<file path="config.mk">
export PLATFORM = sky130hd
export DESIGN_NAME = scl_clock_gen
export DESIGN_NICKNAME = d
export VERILOG_FILES = /design/src/rtl/scl_gen_pkg.sv /design/src/rtl/scl_line_sync.sv /design/src/rtl/scl_tick_div.sv /design/src/rtl/scl_baud_cnt.sv /design/src/rtl/scl_phase_ctrl.sv /design/src/rtl/scl_clock_gen.sv
export SDC_FILE = /design/constraint.sdc
export NUM_CORES = 1
export LEC_CHECK = 0
export BUFFER_PORTS_ARGS = -buffer_cell sky130_fd_sc_hd__buf_2
export CAP_MARGIN = 15
export CORE_MARGIN = 2
export CORE_UTILIZATION = 41
export CTS_CLUSTER_DIAMETER = 120
export DETAILED_ROUTE_END_ITERATION = 10
export MAX_ROUTING_LAYER = met4
export SLEW_MARGIN = 40
export SYNTH_ARGS = -nofsm -noshare
export SYNTH_HDL_FRONTEND = slang
export SYNTH_SLANG_ARGS = --single-unit
</file>
<file path="constraint.sdc">
create_clock -name clk -period 1.9 [get_ports clk]
set_input_delay 0.19 -clock clk [delete_from_list [all_inputs] [get_ports clk]]
set_output_delay 0.19 -clock clk [all_outputs]
set_load 0.01 [all_outputs]
</file>
<file path="src/rtl/scl_gen_pkg.sv">
`timescale 1ns/1ps
package scl_gen_pkg;
   typedef enum logic [1:0] {
      PH_IDLE = 2'd0,
      PH_LOW  = 2'd1,
      PH_WAIT = 2'd2,
      PH_HIGH = 2'd3
   } phase_e;
endpackage

</file>
<file path="src/rtl/scl_line_sync.sv">
`timescale 1ns/1ps
module scl_line_sync #(
   parameter int STAGES    = 2,
   parameter bit RESET_VAL = 1'b1
) (
   input  logic clk,
   input  logic rst_n,
   input  logic d,
   output logic q
);
   logic [STAGES-1:0] sh;

   initial assert (STAGES >= 2) else $error("scl_line_sync: STAGES must be at least 2");

   for (genvar i = 0; i < STAGES; i++) begin : g_stage
      if (i == 0) begin : g_first
         always_ff @(posedge clk or negedge rst_n) begin
            if (!rst_n) sh[i] <= RESET_VAL;
            else        sh[i] <= d;
         end
      end else begin : g_next
         always_ff @(posedge clk or negedge rst_n) begin
            if (!rst_n) sh[i] <= RESET_VAL;
            else        sh[i] <= sh[i-1];
         end
      end
   end

   assign q = sh[STAGES-1];
endmodule

</file>
<file path="src/rtl/scl_tick_div.sv">
`timescale 1ns/1ps
module scl_tick_div #(
   parameter int DIV = 4
) (
   input  logic clk,
   input  logic rst_n,
   input  logic run,
   output logic tick
);
   localparam int CW = (DIV > 1) ? $clog2(DIV) : 1;

   initial assert (DIV >= 1) else $error("scl_tick_div: DIV must be at least 1");

   if (DIV == 1) begin : g_pass
      assign tick = run;
   end else begin : g_cnt
      localparam logic [CW-1:0] LAST = CW'(DIV - 1);
      logic [CW-1:0] pos;

      always_ff @(posedge clk or negedge rst_n) begin
         if (!rst_n)           pos <= '0;
         else if (!run)        pos <= '0;
         else if (pos == LAST) pos <= '0;
         else                  pos <= pos + 1'b1;
      end

      assign tick = run && (pos == LAST);

      AST_TICK_SPACING: assert property (@(posedge clk) disable iff (!rst_n)
         tick |=> !tick);
   end
endmodule

</file>
<file path="src/rtl/scl_baud_cnt.sv">
`timescale 1ns/1ps
module scl_baud_cnt #(
   parameter int W = 7
) (
   input  logic         clk,
   input  logic         rst_n,
   input  logic         clr,
   input  logic         load,
   input  logic         dec,
   input  logic [W-1:0] load_val,
   output logic [W-1:0] cnt,
   output logic         zero
);
   initial assert (W >= 1) else $error("scl_baud_cnt: W must be at least 1");

   always_ff @(posedge clk or negedge rst_n) begin
      if (!rst_n)    cnt <= '0;
      else if (clr)  cnt <= '0;
      else if (load) cnt <= load_val;
      else if (dec)  cnt <= cnt - 1'b1;
   end

   assign zero = (cnt == '0);

   AST_NO_UNDERFLOW: assert property (@(posedge clk) disable iff (!rst_n)
      (dec && !clr && !load) |-> (cnt != '0));
endmodule

</file>
<file path="src/rtl/scl_phase_ctrl.sv">
`timescale 1ns/1ps
module scl_phase_ctrl
   import scl_gen_pkg::*;
#(
   parameter int W = 7
) (
   input  logic         clk,
   input  logic         rst_n,
   input  logic         en,
   input  logic         tick,
   input  logic         scl_hi,
   input  logic         cnt_zero,
   input  logic [W-1:0] cnt,
   output logic         run,
   output logic         load,
   output logic         dec,
   output logic         drv_q,
   output logic         rise_q,
   output logic         fall_q
);
   phase_e st_q, st_d;
   logic   rise_d, fall_d;

   always_comb begin
      st_d   = st_q;
      load   = 1'b0;
      dec    = 1'b0;
      rise_d = 1'b0;
      fall_d = 1'b0;
      if (!en) begin
         st_d = PH_IDLE;
      end else begin
         unique case (st_q)
            PH_IDLE: begin
               st_d   = PH_LOW;
               load   = 1'b1;
               fall_d = 1'b1;
            end
            PH_LOW: if (tick) begin
               if (cnt_zero) st_d = PH_WAIT;
               else          dec  = 1'b1;
            end
            PH_WAIT: if (tick && scl_hi) begin
               st_d   = PH_HIGH;
               load   = 1'b1;
               rise_d = 1'b1;
            end
            PH_HIGH: if (tick) begin
               if (cnt_zero) begin
                  st_d   = PH_LOW;
                  load   = 1'b1;
                  fall_d = 1'b1;
               end else begin
                  dec = 1'b1;
               end
            end
            default: st_d = PH_IDLE;
         endcase
      end
   end

   assign run = en && (st_q != PH_IDLE);

   always_ff @(posedge clk or negedge rst_n) begin
      if (!rst_n) begin
         st_q   <= PH_IDLE;
         drv_q  <= 1'b0;
         rise_q <= 1'b0;
         fall_q <= 1'b0;
      end else begin
         st_q   <= st_d;
         drv_q  <= (st_d == PH_LOW);
         rise_q <= rise_d;
         fall_q <= fall_d;
      end
   end

   AST_STB_EXCL: assert property (@(posedge clk) disable iff (!rst_n)
      !(rise_q && fall_q));
   AST_RISE_ONE_CYCLE: assert property (@(posedge clk) disable iff (!rst_n)
      rise_q |=> !rise_q);
   AST_FALL_ONE_CYCLE: assert property (@(posedge clk) disable iff (!rst_n)
      fall_q |=> !fall_q);
   AST_RISE_RELEASED: assert property (@(posedge clk) disable iff (!rst_n)
      rise_q |-> !drv_q);
   AST_RISE_SEEN_HIGH: assert property (@(posedge clk) disable iff (!rst_n)
      rise_q |-> $past(scl_hi));
   AST_FALL_DRIVES: assert property (@(posedge clk) disable iff (!rst_n)
      fall_q |-> drv_q);
   AST_DISABLE_RELEASE: assert property (@(posedge clk) disable iff (!rst_n)
      !en |=> (!drv_q && !rise_q && !fall_q));
   AST_HOLD_IN_WAIT: assert property (@(posedge clk) disable iff (!rst_n)
      (en && st_q == PH_WAIT && !(tick && scl_hi)) |=> $stable(cnt));
endmodule

</file>
<file path="src/rtl/scl_clock_gen.sv">
`timescale 1ns/1ps
module scl_clock_gen #(
   parameter int RELOAD_W    = 7,
   parameter int TICK_DIV    = 4,
   parameter int SYNC_STAGES = 2
) (
   input  logic                clk,
   input  logic                rst_n,
   input  logic                enable,
   input  logic [RELOAD_W-1:0] reload,
   input  logic                scl_in,
   output logic                scl_drive_low,
   output logic                scl_rise_stb,
   output logic                scl_fall_stb
);
   logic                scl_hi;
   logic                tick;
   logic                run;
   logic                load;
   logic                dec;
   logic                cnt_zero;
   logic [RELOAD_W-1:0] cnt;

   initial assert (RELOAD_W >= 1 && TICK_DIV >= 1 && SYNC_STAGES >= 2)
      else $error("scl_clock_gen: illegal parameter set");

   scl_line_sync #(.STAGES(SYNC_STAGES), .RESET_VAL(1'b1)) u_sync (
      .clk   (clk),
      .rst_n (rst_n),
      .d     (scl_in),
      .q     (scl_hi)
   );

   scl_tick_div #(.DIV(TICK_DIV)) u_tick (
      .clk   (clk),
      .rst_n (rst_n),
      .run   (run),
      .tick  (tick)
   );

   scl_baud_cnt #(.W(RELOAD_W)) u_cnt (
      .clk      (clk),
      .rst_n    (rst_n),
      .clr      (!enable),
      .load     (load),
      .dec      (dec),
      .load_val (reload),
      .cnt      (cnt),
      .zero     (cnt_zero)
   );

   scl_phase_ctrl #(.W(RELOAD_W)) u_ctrl (
      .clk      (clk),
      .rst_n    (rst_n),
      .en       (enable),
      .tick     (tick),
      .scl_hi   (scl_hi),
      .cnt_zero (cnt_zero),
      .cnt      (cnt),
      .run      (run),
      .load     (load),
      .dec      (dec),
      .drv_q    (scl_drive_low),
      .rise_q   (scl_rise_stb),
      .fall_q   (scl_fall_stb)
   );
endmodule

</file>
==> flow_summary.json, run 1 <==
{
  "cts.sinks": 16,
  "fp.dieW_um": 53.7,
  "synth-xor-area-share_pct": 1.73,
  "fin_nets": 147,
  "cts_buffer_depth": 2,
  "tightest_slew_ps": 368,
  "worstSkewPairLatency_ps": 290,
  "synth-edff-count": 0,
  "yosys.area.top_type": "dfrtp_1",
  "synth-seq-area-share_pct": 39.8,
  "synth_top_family_by_area": "compound AO/OA/AOI/OAI gates",
  "io_buffers": 13,
  "synth_cell_type_count": 40,
  "vias_per_cell": 5.27,
  "ios": 14,
  "layout-drive-gt1-share_pct": 46.5,
  "crit_start": "u_ctrl.st_q[1]",
  "synth.area.top_cells": "dfrtp_1, ha_1, dfstp_2",
  "endpoint_kind": "flip-flop",
  "fmax_mhz": 554,
  "worstRegToRegCells": 7,
  "hold_class": "in -> reg",
  "grt_pass1_wl_um": 3720,
  "synth_mux_area_share_pct": 2.10,
  "synth_area_per_cell_um2": 11.0,
  "ys.flop_type": "dfrtp_1",
  "wire_per_inst_um": 13.9,
  "antenna_cells": 0,
  "yosys.area_share.simple_pct": 17.9,
  "grt_overflow": 0,
  "gp_congestion": 0.873,
  "crit_fanout": 6,
  "period_needed_ps": 1810,
  "first_iter_violations": 8,
  "synth-async-reset-ratio_pct": 100,
  "initial_core_util_pct": 42.1,
  "synth_warnings": 0,
  "tritoncts": "built",
  "grt_pass1_vias": 799,
  "drt.antenna.violating_nets": 0,
  "final_max_slew_viol_count": 0,
  "required_ps": 2130,
  "final-setup-viol-count": 0,
  "reg2reg_from": "u_ctrl.st_q[1]",
  "dr.pass1.iters": 4,
  "crit_slowest_cell": "dfrtp_2",
  "maxCapViolations": 0,
  "powerDensity_nw_per_um2": 600,
  "relSlewSlack_pct": 75.5,
  "clk_transition_reported_paths_ps": 110,
  "slowest_delay_ps": 400,
  "vias": 828,
  "grt_util_all_layers_pct": 18.5,
  "vdd.ir_drop.worst_v": 0.000399,
  "final_util_pct": 55.0,
  "syn_nets": 111,
  "die_h_um": 53.7,
  "min_period_over_period_pct": 95.0,
  "regToRegSetupSlack_ps": 90,
  "total_power_uw": 796,
  "ys_ff_latch": 16,
  "timing.rr.end": "u_cnt.cnt[1]",
  "core_area_um2": 2410,
  "rsz0062_at_grt": "true",
  "synth_adder_area_share_pct": 9.88,
  "start_kind": "flip-flop",
  "hold_viol": 0,
  "syn_to_final_growth_pct": 30.9,
  "root_buffer": "clkbuf_4",
  "synth_top_area_share_pct": 34.6,
  "rows": 18,
  "cts_buffers": 3,
  "htree_levels": 1,
  "critPathCapture": "u_cnt.cnt[1]",
  "hpwl_um": 1540,
  "clock_skew_ps": 6.77,
  "crit_type": "reg -> reg",
  "drcViolationCount": 0,
  "status": "complete, no violations",
  "cp.arrival_ps": 2040,
  "syn_inst": 92,
  "die-area_um2": 2890,
  "p_leak_nw": 0.595,
  "grt_max_degree": 17,
  "path_cells": "inv_2 > ha_4 > nand3b_1 > a211o_1 > buf_4 > mux2_2 > a21oi_2",
  "synth_compound_area_share_pct": 24.9,
  "synth_area_um2": 1010,
  "totalWireLength_um": 2190,
  "final.fill_count": 221,
  "antenna_found_initial": 0
}
## report_power, final
group          switching (mW)  leakage, nW  internal (mW)  total, mW
registers              0.0148        0.206          0.360      0.375
clock network           0.119       0.0210          0.117      0.236
logic                  0.0922        0.368         0.0932      0.185
## through the flow
step	hold slack, ps	worst slack (ps)	TNS [ps]	std cells	instance area, um2
floorplan	-106	17.5	0	92	1010
global placement	123	-16.4	-16.4	147	1210
detailed placement	127	-81.3	-103	147	1210
CTS	155	-21.0	-21.0	153	1270
global route	164	-20.7	-28.7	157	1330
finish	152	94.9	0	157	1330
## repair_timing
item / in CTS / in global routing
buffers inserted: 0 / 4
pin swaps: 0 / 2
resized for setup: 3 / 6
setup endpoints to repair: 7 / 5
endpoints found under the hold margin: 15 / 0
hold buffers: 2 / 0
## state kept, by name, summed over array words and instances, names as in the netlist
name              cells
u_ctrl.rise_q         1
u_sync.q              1
u_sync.sh             1
u_ctrl.fall_q         1
u_tick.g_cnt.pos      2
u_ctrl.st_q           2
u_ctrl.drv_q          1
u_cnt.cnt             7
## layout make-up
class / count / area [um2] / share of cell area, %
multi-input cells: 68 / 606 / 45.7
flip-flops and latches: 16 / 404 / 30.5
repair buffers: 33 / 220 / 16.6
well taps: 30 / 37.5 / 2.83
clock buffers: 4 / 36.3 / 2.74
inverters: 6 / 22.5 / 1.70
## metal layers
layer	track usage, %	share of wire [%]	routed length (um)
met2	27.4	46	1010
met4	6.41	1.1	23
met1	25.7	49	1080
met5	-	0	0
met3	2.50	3.4	74
## logic make-up after synthesis
kind of cell | after synthesis
and+or+nand+nor | 27
buffers and inverters | 8
adders and majority gates | 8
AOI/OAI and AO/OA | 29
DFF | 16
muxes | 2
xor gates and xnor gates | 2
## Yosys cell counts (all sizes together) (2+ instances only)
| cell | n |
|---|---|
| dfrtp | 14 |
| ha | 8 |
| o31ai | 7 |
| a21oi | 6 |
| inv | 6 |
| nor2 | 6 |
| or3 | 4 |
| a31oi | 3 |
| nor3 | 3 |
| o21ai | 3 |
| a211o | 2 |
| and2 | 2 |
| and3b | 2 |
| dfstp | 2 |
| nand3 | 2 |
| nand3b | 2 |
| nor3b | 2 |
| xnor2 | 2 |
## critical path: cells and delay by family (launching register included)
kind / cells / cell delay (ps)
compound gates: 2 / 490
fa+ha+maj: 1 / 170
buf+inv: 2 / 230
flops: 1 / 400
mux: 1 / 270
simple gates: 1 / 180
## layout by cell type, fill, tap and decap left out, drive strengths merged, types with 3 or more instances in the layout
cell / instances
buf: 31
dfrtp: 14
ha: 8
o31ai: 7
nor2: 6
inv: 6
a21oi: 6
clkbuf: 4
or3: 4
o21ai: 3
nor3: 3
a31oi: 3
## how the worst min path moves through the flow
stage               startpoint              to  slack, ps  cells past startpoint
floorplan                rst_n    u_cnt.cnt[0]       -110                      0
global placement         rst_n    u_ctrl.drv_q        120                      1
detailed placement       rst_n  u_ctrl.st_q[0]        130                      1
CTS                  reload[6]    u_cnt.cnt[6]        150                      3
global route         reload[6]    u_cnt.cnt[6]        160                      3
finish               reload[6]    u_cnt.cnt[6]        150                      3
Note: power is estimated with default switching activity, not from simulation.
==> inputs of run 2 (changes only) <==
- BUFFER_PORTS_ARGS: -buffer_cell sky130_fd_sc_hd__buf_2 -> default
- DONT_BUFFER_PORTS: default -> 1
- GPL_ROUTABILITY_DRIVEN: default -> 0
- clock period: 1.9 -> 2.1 ns (I/O delays scaled with it)
==> run 2 against run 1 <==
Worst hold slack worse by 110 ps. Non-clock buffer count shrank 24. Die area unchanged. Cell count is 15% lower. Combinational power down 32%. Critical path depth fell by 1. Clock power down 25%. Critical path type unchanged. Critical endpoint is now u_cnt.cnt[3]. Largest cell class unchanged.
==> flow_summary.json, run 2 (synthesis gave the netlist of run 1 again) <==
{
  "first_iter_violations": 7,
  "final.fill_count": 224,
  "wire_per_inst_um": 16.0,
  "regMostFlops": "u_cnt.cnt",
  "p_leak_nw": 0.482,
  "cp.arrival_ps": 2180,
  "fin_cells": 133,
  "worst-path-buf-inv": 1,
  "seqPwrFrac_pct": 53.2,
  "final_cell_mix": "dfrtp_1, ha_1, o31ai_1",
  "cp_top_family": "compound AO/OA/AOI/OAI gates",
  "clk_transition_reported_paths_ps": 100,
  "fp.dieW_um": 53.7,
  "fin_area_um2": 1130,
  "min_path_cells": 2,
  "initial_core_util_pct": 42.1,
  "worstSkewPairLatency_ps": 290,
  "antenna_cells": 0,
  "drcViolationCount": 0,
  "crit_type": "reg -> reg",
  "final_max_slew_viol_count": 0,
  "slowest_delay_ps": 390,
  "tightest_slew_ps": 389,
  "hpwl_um": 1520,
  "whs_ps": 38.6,
  "grt_pass1_wl_um": 3570,
  "powerDensity_nw_per_um2": 568,
  "dp.cells": 125,
  "largest_reg_flops": 7,
  "die-area_um2": 2890,
  "cts_buffers": 3,
  "drt.antenna.violating_nets": 0,
  "crit_fanout": 6,
  "combPwrFrac_pct": 19.5,
  "cts.sinks": 16,
  "fmax_mhz": 508,
  "die_h_um": 53.7,
  "clock_skew_ps": 10.3,
  "fin_nets": 123,
  "final-setup-viol-count": 0,
  "clkPwrFrac_pct": 27.3,
  "rsz0062_at_grt": "false",
  "period_needed_ps": 1970,
  "required_ps": 2310,
  "tritoncts": "built",
  "fin_setup_tns_ps": 0,
  "start_kind": "flip-flop",
  "core_area_um2": 2410,
  "cts_buffer_depth": 2,
  "rows": 18,
  "vdd.ir_drop.worst_v": 0.000295,
  "crit_slowest_cell": "dfrtp_1",
  "switching_share_pct": 28.9,
  "layout-drive-gt1-share_pct": 25.2,
  "io_buffers": 0,
  "endpoint_kind": "flip-flop",
  "root_buffer": "clkbuf_4",
  "layout_commonest_cell": "dfrtp_1",
  "syn_to_final_growth_pct": 12.0,
  "vias_per_cell": 5.68,
  "totalWireLength_um": 2130,
  "vias": 755,
  "path_cells": "inv_1 > ha_1 > nor2_1 > a211o_1 > or3_1 > a31oi_2",
  "antenna_found_initial": 0,
  "internal_power_uw": 458,
  "status": "complete, no violations",
  "hold_class": "in -> reg",
  "hold_viol": 0,
  "grt_max_degree": 17,
  "maxCapViolations": 0,
  "total_power_uw": 644,
  "relSlewSlack_pct": 74.0,
  "dr.pass1.iters": 4,
  "postPlaceCellArea_um2": 1070,
  "largest_registers": "u_cnt.cnt (7), u_ctrl.st_q (2), u_tick.g_cnt.pos (2)",
  "grt_pass1_vias": 770,
  "htree_levels": 1,
  "worstRegToRegCells": 6,
  "p_sw_uw": 186,
  "grt_overflow": 0,
  "grt_util_all_layers_pct": 17.9,
  "min_period_over_period_pct": 93.8,
  "ios": 14,
  "crit_cells": 6
}
run 2: cell count changes in the layout (fill, tap and decap cells not counted), sizes merged:
cell	change
buf	-24
run 2: power by group through the flow:
stage	combinational, mW	sequential [mW]	clock (mW)
final	0.126	0.343	0.176
after detailed placement	0.110	0.350	0
after floorplan	0.0902	0.346	0
after global routing	0.140	0.346	0.196
after global placement	0.109	0.349	0
after CTS	0.121	0.344	0.186
run 2: final timing paths:
| check | end | from | slack (ps) |
|---|---|---|---|
| worst max-delay path | u_cnt.cnt[3] | u_ctrl.st_q[1] | 130 |
| worst min-delay path | u_cnt.cnt[4] | enable | 40 |
| worst max register to register | u_cnt.cnt[3] | u_ctrl.st_q[1] | 130 |
| worst min register to register | u_sync.q | u_sync.sh[0] | 360 |
| max in group asynchronous | u_sync.sh[0] | rst_n | 1420 |
| min in group asynchronous | u_ctrl.st_q[1] | rst_n | 350 |
run 2: metal layers:
layer / vias up / track usage (%) / routed length (um)
li1: 370 / - / -
met1: 371 / 25.4 / 1050
met2: 14 / 24.8 / 974
met3: 0 / 6.39 / 109
met4: 0 / 2.56 / 0
met5: - / - / 0
run 2: final cells by class:
class                           instances  area [um2]  share of cell area [%]
Inverter                                6        22.5                    1.98
Multi-Input combinational cell         68         576                    50.7
Clock buffer                            4        26.3                    2.32
Tap cell                               30        37.5                    3.31
Sequential cell                        16         403                    35.5
Timing Repair Buffer                    9        70.1                    6.17
run 2: timing repair:
action	4_1_cts	5_1_grt
endpoints found under the setup margin	0	7
buffers inserted	0	1
hold buffers	2	1
resized for setup	0	1
endpoints found under the hold margin	17	14
run 2: stage by stage:
stage	setup slack (ps)	utilization, %
2_1_floorplan	139	-
3_3_place_gp	126	44.5
3_5_place_dp	43.1	44.5
4_1_cts	28.7	46.5
5_1_grt	36.9	47.1
6_report	130	47.1
==> inputs of run 3 (changes only) <==
- CORE_ASPECT_RATIO: default -> 0.75
==> run 3 against run 2 <==
Die area is 0.13% higher. Flip-flop and latch count stayed put. Fmax shrank 2.4%. Sequential power about the same. Wire length about the same. Clock-buffer cell count is the same. Clock skew decreased by 1.1 ps. Global-route usage down 0.99 points. Total power rose by 6.1%. Clock power rose by 17%. Critical path depth is 1 higher. Largest cell class unchanged. Sequential share of layout area decreased by 1.5 points.
==> flow_summary.json, run 3 (synthesis gave the netlist of run 1 again) <==
{
  "vdd.ir_drop.worst_v": 0.000420,
  "min_period_over_period_pct": 96.1,
  "period_needed_ps": 2020,
  "multiInputGateArea_um2": 589,
  "core_area_um2": 2330,
  "whs_ps": 45.4,
  "cts.sinks": 16,
  "first_iter_violations": 40,
  "rows": 15,
  "hold_class": "in -> reg",
  "htree_levels": 1,
  "antenna_cells": 0,
  "initial_core_util_pct": 43.5,
  "wire_per_inst_um": 15.2,
  "root_buffer": "clkbuf_4",
  "regMostFlops": "u_cnt.cnt",
  "total_power_uw": 683,
  "fp.dieW_um": 61.4,
  "required_ps": 2320,
  "largest_registers": "u_cnt.cnt (7), u_ctrl.st_q (2), u_tick.g_cnt.pos (2)",
  "final.fill_count": 214,
  "combPwrFrac_pct": 19.6,
  "dr.pass1.iters": 4,
  "die_h_um": 47.1,
  "switching_share_pct": 27.7,
  "final-setup-viol-count": 0,
  "cp.arrival_ps": 2240,
  "crit_fanout": 7,
  "layout_commonest_cell": "dfrtp_1",
  "clk_transition_reported_paths_ps": 100,
  "crit_type": "reg -> reg",
  "final_max_slew_viol_count": 0,
  "p_leak_nw": 0.504,
  "start_kind": "flip-flop",
  "layout-drive-gt1-share_pct": 29.2,
  "totalWireLength_um": 2130,
  "vias_per_cell": 5.54,
  "cts_buffers": 3,
  "endpoint_kind": "flip-flop",
  "ios": 14,
  "syn_to_final_growth_pct": 17.0,
  "fin_nets": 126,
  "grt_max_degree": 17,
  "final_cell_mix": "dfrtp_1, buf_4, ha_1",
  "status": "complete, no violations",
  "vias": 775,
  "tritoncts": "built",
  "relSlewSlack_pct": 72.6,
  "io_buffers": 0,
  "fmax_mhz": 496,
  "fin_area_um2": 1190,
  "seqPwrFrac_pct": 50.3,
  "grt_util_all_layers_pct": 16.9,
  "hold_viol": 0,
  "postPlaceCellArea_um2": 1090,
  "maxCapViolations": 0,
  "p_sw_uw": 189,
  "clkPwrFrac_pct": 30.1,
  "internal_power_uw": 494,
  "grt_pass1_wl_um": 3320,
  "die-area_um2": 2890,
  "largest_reg_flops": 7,
  "grt_pass1_vias": 698,
  "antenna_found_initial": 0,
  "cts_buffer_depth": 2,
  "drt.antenna.violating_nets": 0,
  "clock_skew_ps": 9.21,
  "tightest_slew_ps": 411,
  "regArea_um2": 403,
  "grt_overflow": 0,
  "worstSkewPairLatency_ps": 290,
  "powerDensity_nw_per_um2": 576,
  "drcViolationCount": 0,
  "hpwl_um": 1510
}
==> run 3: cell count changes in the layout (fill, tap and decap cells not counted), sizes merged <==
cell,change
buf,+3
==> run 3: power groups by stage <==
stage | Clock, mW | Combinational, mW | Sequential [mW]
after floorplan | 0 | 0.0902 | 0.346
after global placement | 0 | 0.114 | 0.349
after detailed placement | 0 | 0.115 | 0.349
after CTS | 0.214 | 0.125 | 0.343
after global routing | 0.228 | 0.147 | 0.346
final | 0.206 | 0.134 | 0.344
==> run 3: critical path, cell delays in order (launching register included) <==
cell and delay [ps]:
dfrtp_1 410, inv_1 130, ha_1 230, buf_4 150, and3b_1 200, a21oi_1 50
or3b_1 580, o22ai_2 200
==> run 3: repair_timing <==
| item | CTS | global route |
|---|---|---|
| gates resized for setup | 0 | 2 |
| hold buffers | 2 | 1 |
| endpoints found under the hold margin | 17 | 14 |
| setup buffers | 0 | 3 |
| endpoints found under the setup margin | 0 | 7 |
==> run 3: cell type report <==
type | instances | area share [%]
Multi-Input combinational cell | 68 | 49.7
Sequential cell | 16 | 34.0
Tap cell | 34 | 3.59
Inverter | 6 | 1.90
Timing Repair Buffer | 12 | 7.81
Clock buffer | 4 | 3.06
==> run 3: stage by stage <==
| step | utilization (%) | setup TNS, ps | setup WS (ps) | cells |
|---|---|---|---|---|
| after floorplan | - | 0 | 139 | 92 |
| after global placement | 46.7 | 0 | 122 | 130 |
| after detailed placement | 46.7 | 0 | 44.7 | 130 |
| after CTS | 49.1 | 0 | 37.8 | 136 |
| after global routing | 51.0 | -3.58 | -3.58 | 140 |
| final | 51.0 | 0 | 82.0 | 140 |
==> run 3: final timing paths <==
check | start | slack [ps] | to | depth (start not counted)
setup / recovery | u_ctrl.st_q[0] | 80 | u_cnt.cnt[6] | 7
hold / removal | enable | 50 | u_cnt.cnt[3] | 2
setup reg to reg | u_ctrl.st_q[0] | 80 | u_cnt.cnt[6] | 7
hold reg to reg | u_sync.sh[0] | 360 | u_sync.q | 0
max in group asynchronous | rst_n | 1430 | u_sync.sh[0] | 2
min in group asynchronous | rst_n | 350 | u_ctrl.rise_q | 2
==> run 3: layer usage <==
layer / vias to the layer above / global-route usage (%) / share of wire (%)
met1: 369 / 23.4 / 50
met4: 0 / 3.83 / 0.61
li1: 374 / - / -
met2: 30 / 23.2 / 42
met3: 2 / 6.61 / 7.7
met5: - / - / 0
